--- src/rtl/pt_walker.sv ---
module pt_walker #(
  parameter int          IDX_W     = 10,
  parameter int          PPN_W     = 20,
  parameter logic [31:0] ROOT_INIT = '0
) (
  input  logic                 clk,
  input  logic                 rst_n,
  input  logic                 root_we,
  input  logic [31:0]          root_wdata,
  input  logic                 req_valid,
  output logic                 req_ready,
  input  logic [2*IDX_W-1:0]   req_vpn,
  input  logic [2:0]           req_acc,
  output logic                 rsp_valid,
  output logic [1:0]           rsp_status,
  output logic [PPN_W-1:0]     rsp_ppn,
  output logic                 mem_req,
  output logic [31:0]          mem_addr,
  input  logic                 mem_rsp_valid,
  input  logic [31:0]          mem_rsp_data
);
  localparam int VPN_W = 2 * IDX_W;

  typedef enum logic [1:0] {S_IDLE, S_L1, S_L2, S_DONE} st_t;

  st_t              st;
  logic [31:0]      root_q, base_q;
  logic [VPN_W-1:0] vpn_q;
  logic [2:0]       acc_q;
  logic [IDX_W-1:0] idx;
  logic [2:0]       granted;

  assign idx       = (st == S_L2) ? vpn_q[IDX_W-1:0] : vpn_q[VPN_W-1:IDX_W];
  assign mem_addr  = base_q + {{(30-IDX_W){1'b0}}, idx, 2'b00};
  assign mem_req   = (st == S_L1) || (st == S_L2);
  assign req_ready = (st == S_IDLE);
  assign rsp_valid = (st == S_DONE);
  assign granted   = mem_rsp_data[4:2];

  always_ff @(posedge clk or negedge rst_n) begin
    if (!rst_n) begin
      root_q <= ROOT_INIT;
    end else if (root_we) begin
      root_q <= root_wdata;
    end
  end

  always_ff @(posedge clk or negedge rst_n) begin
    if (!rst_n) begin
      st         <= S_IDLE;
      base_q     <= '0;
      vpn_q      <= '0;
      acc_q      <= '0;
      rsp_status <= '0;
      rsp_ppn    <= '0;
    end else begin
      case (st)
        S_IDLE: if (req_valid) begin
          base_q <= root_q;
          vpn_q  <= req_vpn;
          acc_q  <= req_acc;
          st     <= S_L1;
        end
        S_L1: if (mem_rsp_valid) begin
          if (mem_rsp_data == '0) begin
            rsp_status <= 2'd1;
            rsp_ppn    <= '0;
            st         <= S_DONE;
          end else begin
            base_q <= mem_rsp_data;
            st     <= S_L2;
          end
        end
        S_L2: if (mem_rsp_valid) begin
          if (!mem_rsp_data[0]) begin
            rsp_status <= 2'd2;
            rsp_ppn    <= '0;
          end else if ((acc_q & ~granted) != 3'b000) begin
            rsp_status <= 2'd3;
            rsp_ppn    <= '0;
          end else begin
            rsp_status <= 2'd0;
            rsp_ppn    <= mem_rsp_data[31:32-PPN_W];
          end
          st <= S_DONE;
        end
        default: st <= S_IDLE;
      endcase
    end
  end

  AST_HOLD_READ: assert property (@(posedge clk) disable iff (!rst_n)
    mem_req && !mem_rsp_valid |=> mem_req && $stable(mem_addr));

  AST_NULL_STOPS: assert property (@(posedge clk) disable iff (!rst_n)
    (st == S_L1) && mem_rsp_valid && (mem_rsp_data == '0)
      |=> rsp_valid && (rsp_status == 2'd1) && !mem_req);

  AST_RSP_PULSE: assert property (@(posedge clk) disable iff (!rst_n)
    rsp_valid |=> !rsp_valid && req_ready);

  AST_FAULT_NO_PPN: assert property (@(posedge clk) disable iff (!rst_n)
    rsp_valid && (rsp_status != 2'd0) |-> rsp_ppn == '0);

  AST_BUSY_NOT_READY: assert property (@(posedge clk) disable iff (!rst_n)
    mem_req |-> !req_ready && !rsp_valid);
endmodule

--- config.mk ---
export PLATFORM = sky130hd
export DESIGN_NAME = pt_walker
export DESIGN_NICKNAME = d
export VERILOG_FILES = /design/src/rtl/pt_walker.sv
export SDC_FILE = /design/constraint.sdc
export NUM_CORES = 1
export LEC_CHECK = 0
export ABC_CLOCK_PERIOD_IN_PS = 6000
export BUFFER_PORTS_ARGS = -buffer_cell sky130_fd_sc_hd__buf_2
export CORE_ASPECT_RATIO = 0.5
export CORE_MARGIN = 2
export CORE_UTILIZATION = 45
export CTS_BUF_LIST = sky130_fd_sc_hd__clkbuf_4 sky130_fd_sc_hd__clkbuf_8
export CTS_CLUSTER_DIAMETER = 150
export CTS_CLUSTER_SIZE = 10
export DETAILED_ROUTE_END_ITERATION = 8
export GPL_TIMING_DRIVEN = 0
export MAX_ROUTING_LAYER = met4
export PLACE_DENSITY = 0.73
export REMOVE_ABC_BUFFERS = 1
export SYNTH_ARGS = -nofsm -noshare
export SYNTH_HDL_FRONTEND = slang
export SYNTH_SLANG_ARGS = --single-unit
--- constraint.sdc ---
create_clock -name clk -period 6 [get_ports clk]
set_clock_uncertainty 0.05 [all_clocks]
set_input_delay 1.2 -clock clk [delete_from_list [all_inputs] [get_ports clk]]
set_output_delay 1.2 -clock clk [all_outputs]
set_load 0.05 [all_outputs]
## Yosys cells after proc, flatten, opt, wreduce, memory -nomap -nowiden

Index checks and enable logic that the tools add are counted.

| storage, ports and cells | value |
|---|---|
| flip-flop bits (word level) | 111 |
| output and inout port bits | 57 |
| input port bits | 92 |
| word-level logic and storage cells | 50 |

| cells by class | value |
|---|---|
| add/sub/neg operators | 1 |
| eq/ne operators | 8 |
| muxes and demuxes | 22 |
| bitwise operators | 2 |
| reduce and logical (&&, ||, !) cells | 10 |

Operators with widths:

| cell | number |
|---|---|
| 20-bit 2-to-1 mux | 5 |
| 32-bit 2-to-1 mux | 3 |
| 32-bit one-hot mux with 2 select lines | 1 |
| 20-bit one-hot mux with 2 select lines | 1 |
| 32-bit by 12-bit adder with 32-bit output | 1 |
| 32-bit logical NOT | 1 |
| 2-bit 2-to-1 mux | 8 |
| 10-bit 2-to-1 mux | 1 |
| 2-bit inequality test (second input constant) | 4 |
| 4-bit AND reduction | 2 |
| 2-bit one-hot mux with 3 select lines | 1 |
| 2-bit equality test (second input constant) | 2 |
| 2-bit one-hot mux with 2 select lines | 1 |
| 2-bit nonzero test | 2 |
| 3-bit bitwise AND | 1 |
| 3-bit inverter | 1 |
| 3-bit AND reduction | 1 |
| 3-bit nonzero test | 1 |
| 2-bit by 1-bit equality test with 1-bit output (second input constant) | 1 |
| 2-bit logical NOT | 1 |
| 2-bit by 1-bit inequality test with 1-bit output (second input constant) | 1 |
| 2-bit AND reduction | 1 |
| 1-bit logical OR | 1 |
| 1-bit 2-to-1 mux | 1 |

## Depth between registers and ports, before layout

| depth | value |
|---|---|
| depth after elaboration | 7 |
| gate-level depth with buffers | 12 |
| mapped depth without buffers | 10 |

## Worst setup path after synthesis

Ideal clock, no wire load.

| timing | value |
|---|---|
| path type | reg-to-output |
| start point | register st[0] |
| end point | output port mem_addr[10] |
| buffers on the path | 2 |
| arrival | 3.747 ns |
| slack | 1.003 ns |
| required time | 4.750 ns |
| cell stages (with the launch flop) | 13 |
| cells stage by stage | dfrtp_1 inv_1 ha_1 clkbuf_1 clkbuf_1 mux2_2 ha_1 fa_1 a211oi_1 o21bai_1 a2111oi_0 nor3_1 xor2_1 |

| between the ends | value |
|---|---|
| longest elaborated chain between the ends | 3 |

Ends and longest elaborated chain:

| element | line | text |
|---|---|---|
| from (decl) | 26 | `st_t st;` |
| from (signal assigned) | 50 | `st <= S_IDLE;` |
| from (signal assigned) | 62 | `st <= S_L1;` |
| from (signal assigned) | 68 | `st <= S_DONE;` |
| 2-bit equality test | 33 | `assign idx = (st == S_L2) ? vpn_q[IDX_W-1:0] : vpn_q[VPN_W-1:IDX_W];` |
| 10-bit 2-to-1 mux | 33 |  |
| 32-bit by 12-bit adder with 32-bit output | 34 | `assign mem_addr = base_q + {{(30-IDX_W){1'b0}}, idx, 2'b00};` |
| to (decl) | 18 | `output logic [31:0] mem_addr,` |

No other way between the ends.

## Worst setup path after layout

| timing | value |
|---|---|
| start point | register st[0] |
| end point | output port mem_addr[22] |

Same word-level chain as after synthesis.

==> flow_summary.toml <==
[timing]
hold_viol_final = 0
finalSetupTns_ps = 0
setup_viol = 0
rsz0062_at_grt = "no"
hold_ws_ps = 459
tightest_slew_ps = 1090
period_share = 0.947
fmax_mhz = 176
period_minus_slack_ps = 5680
max-slew-margin-rel = 0.269
maxSlewViolCount = 0

[setup_path]
r2r_slack_ps = 2160
crit_type = "register to output port"
cp.required_ps = 4750
crit_path_max_fanout = 16
worstSetupEndpointType = "output port"
startpoint_type = "register"
cp.arrival_ps = 4430

[clock_tree]
clk_latency_ps = 380
clock_path_buffers = 2
h-tree-depth = 3
post_cts_buffers = 0
cts_root_buf = "clkbuf_8"
clock_sinks = 111
path_clk_slew_ps = 100
cts_tree = "done"
cts_made_buffers = 9

[global_route]
grt_overflow = 0
grt_usage = 0.219
grt_pass1_wl_mm = 22.4
grt_antenna_before_repair = 0
grt_max_degree = 64
grt_pass1_vias = 4288

[routing]
drt_iter0_drc = 301
routedWlPerCell_um = 17.6
antenna_left = 0
drt_wl_total_mm = 13.8
detail_route.first_pass.iterations = 5
viasPerCell = 5.50
drc = 0
vias = 4322

[floorplan]
placementRows = 28
initial_core_util = 0.468
core_um2 = 12000
die_area_um2 = 13500
dieHeight_um = 83.1
die_w_um = 162
io_pins = 149

[synthesis]
post_synth.cell_area_avg_um2 = 11.6
synth_cells = 485
synth_seq_cells = 111
yosysWarnings = 0
ys_seq_area_frac = 0.494
synth_area_um2 = 5630
ys_types = 41

[hold_path]
hp-class = "register to register"

[cells_and_area]
antennaDiodeCount = 0
multi_input_area_um2 = 2680
nFillCells = 1082
utilization = 0.560
drive_gt1_frac = 0.390
final_nets = 724
seq_area_um2 = 2780
syn_to_final_growth_pct = 19.6

[run_status]
status = "finished, final reports clean"

[placed_design]
portBuffers = 148
dpl.hpwl_mm = 10.1
place_congestion = 0.795

[job]
cap_violations = 0
## placed cells by master (no fill, tap or decap), drive strengths merged, types with 2 or more instances in the layout
cell	netlist	routed
buf	15	153
dfrtp	111	111
mux2	67	67
a21oi	38	38
mux2i	34	34
a31oi	32	32
nor2	22	22
a22o	21	21
xor2	14	14
ha	14	14
inv	10	13
xnor2	12	12
nand2	11	11
clkbuf	17	9
nor4	8	8
nand4	7	7
nand3	7	7
a211oi	6	6
o21ai	6	6
nor3	6	6
and4	4	4
nor3b	3	3
a21o	3	3
clkinv	0	3
and3	2	2
or3	2	2
## flip-flops by register name (all words and copies together), names as in the netlist
name / cells
base_q: 32
root_q: 32
rsp_ppn: 20
vpn_q: 20
acc_q: 3
rsp_status: 2
st: 2
## cell families after synthesis
logic type / synth area share
mux: 0.195
flops: 0.494
buf+inv: 0.0338
fa+ha+maj: 0.0347
compound gates: 0.135
simple gates: 0.0676
xor+xnor: 0.0405
## Yosys cell counts
master     count  share of area
nand2_1       11         0.0073
mux2i_1       34          0.060
buf_2          5         0.0044
nor4_1         8         0.0089
o2111ai_1      1         0.0016
mux2_2        67           0.13
buf_4          3         0.0040
o41a_1         1         0.0020
nand2b_1       1         0.0011
nor4b_1        1         0.0016
dfrtp_1      111           0.49
o211ai_1       1         0.0013
ha_1          14          0.031
buf_6          2         0.0040
and3_1         2         0.0022
inv_1         10         0.0067
nor3b_1        3         0.0040
a211oi_1       6         0.0080
a31o_2         1         0.0016
o21bai_1       1         0.0013
nand4_1        7         0.0078
a21bo_2        1         0.0018
nand3_1        7         0.0062
o2bb2ai_1      1         0.0016
a21oi_1       38          0.034
a22o_1        21          0.033
a222oi_1       1         0.0018
or3_1          2         0.0022
fa_1           1         0.0036
xor2_1        14          0.022
a2111oi_0      1         0.0016
o21ai_0        6         0.0053
a31oi_1       32          0.036
a21o_1         3         0.0040
xnor2_1       12          0.019
o21a_1         1         0.0013
nor2_1        22          0.015
and4_1         4         0.0062
clkbuf_1      17          0.011
nor3_1         6         0.0053
buf_1          5         0.0033
## metrics by stage
stage / std cells / setup slack (ps) / area (um^2)
floorplan: 453 / 1230 / 5470
global placement: 766 / -447 / 6420
detailed placement: 771 / 724 / 6550
CTS: 786 / 290 / 6720
global route: 786 / 18.6 / 6730
finish: 786 / 316 / 6730
## worst paths after layout
check,startpoint,to,depth (start not counted)
setup / recovery,st[0],mem_addr[22],10
hold / removal,rsp_ppn[2],rsp_ppn[2],1
setup reg to reg,st[1],rsp_ppn[18],10
hold reg to reg,rsp_ppn[2],rsp_ppn[2],1
max in group asynchronous,rst_n,vpn_q[16],2
min in group asynchronous,rst_n,rsp_ppn[7],1
## what timing repair did
| item | in CTS | in global routing |
|---|---|---|
| hold buffers | 0 | 0 |
| gates resized for setup | 0 | 1 |
| setup endpoints to repair | 0 | 7 |
## per-layer routing
metal | track usage | up-vias | wire, um | share of wire
met5 | - | - | 0 | 0
met4 | 0.0507 | 0 | 172 | 0.012
met3 | 0.0385 | 14 | 490 | 0.035
met2 | 0.355 | 96 | 6800 | 0.49
met1 | 0.289 | 2144 | 6340 | 0.46
li1 | - | 2068 | - | -
## layout make-up
class,instances,share of cell area
repair buffers,153,0.126
inverters,10,0.00558
multi-input cells,332,0.399
well taps,165,0.0307
flip-flops and latches,111,0.413
clock inverters,6,0.00818
clock buffers,9,0.0184
## worst max-delay path, cell delays in order, from the launching register on
cell     delay (ps)
dfrtp_1         430
inv_1           100
ha_1            710
mux2_2          420
ha_1            320
nor2_1           90
nor3b_1         790
a22o_1          510
nand3_1         150
xnor2_1         210
buf_2           300
Power is left out: the tool's default activity adds up to more than one toggle a clock period on the data nets, which glitch-free logic cannot reach.
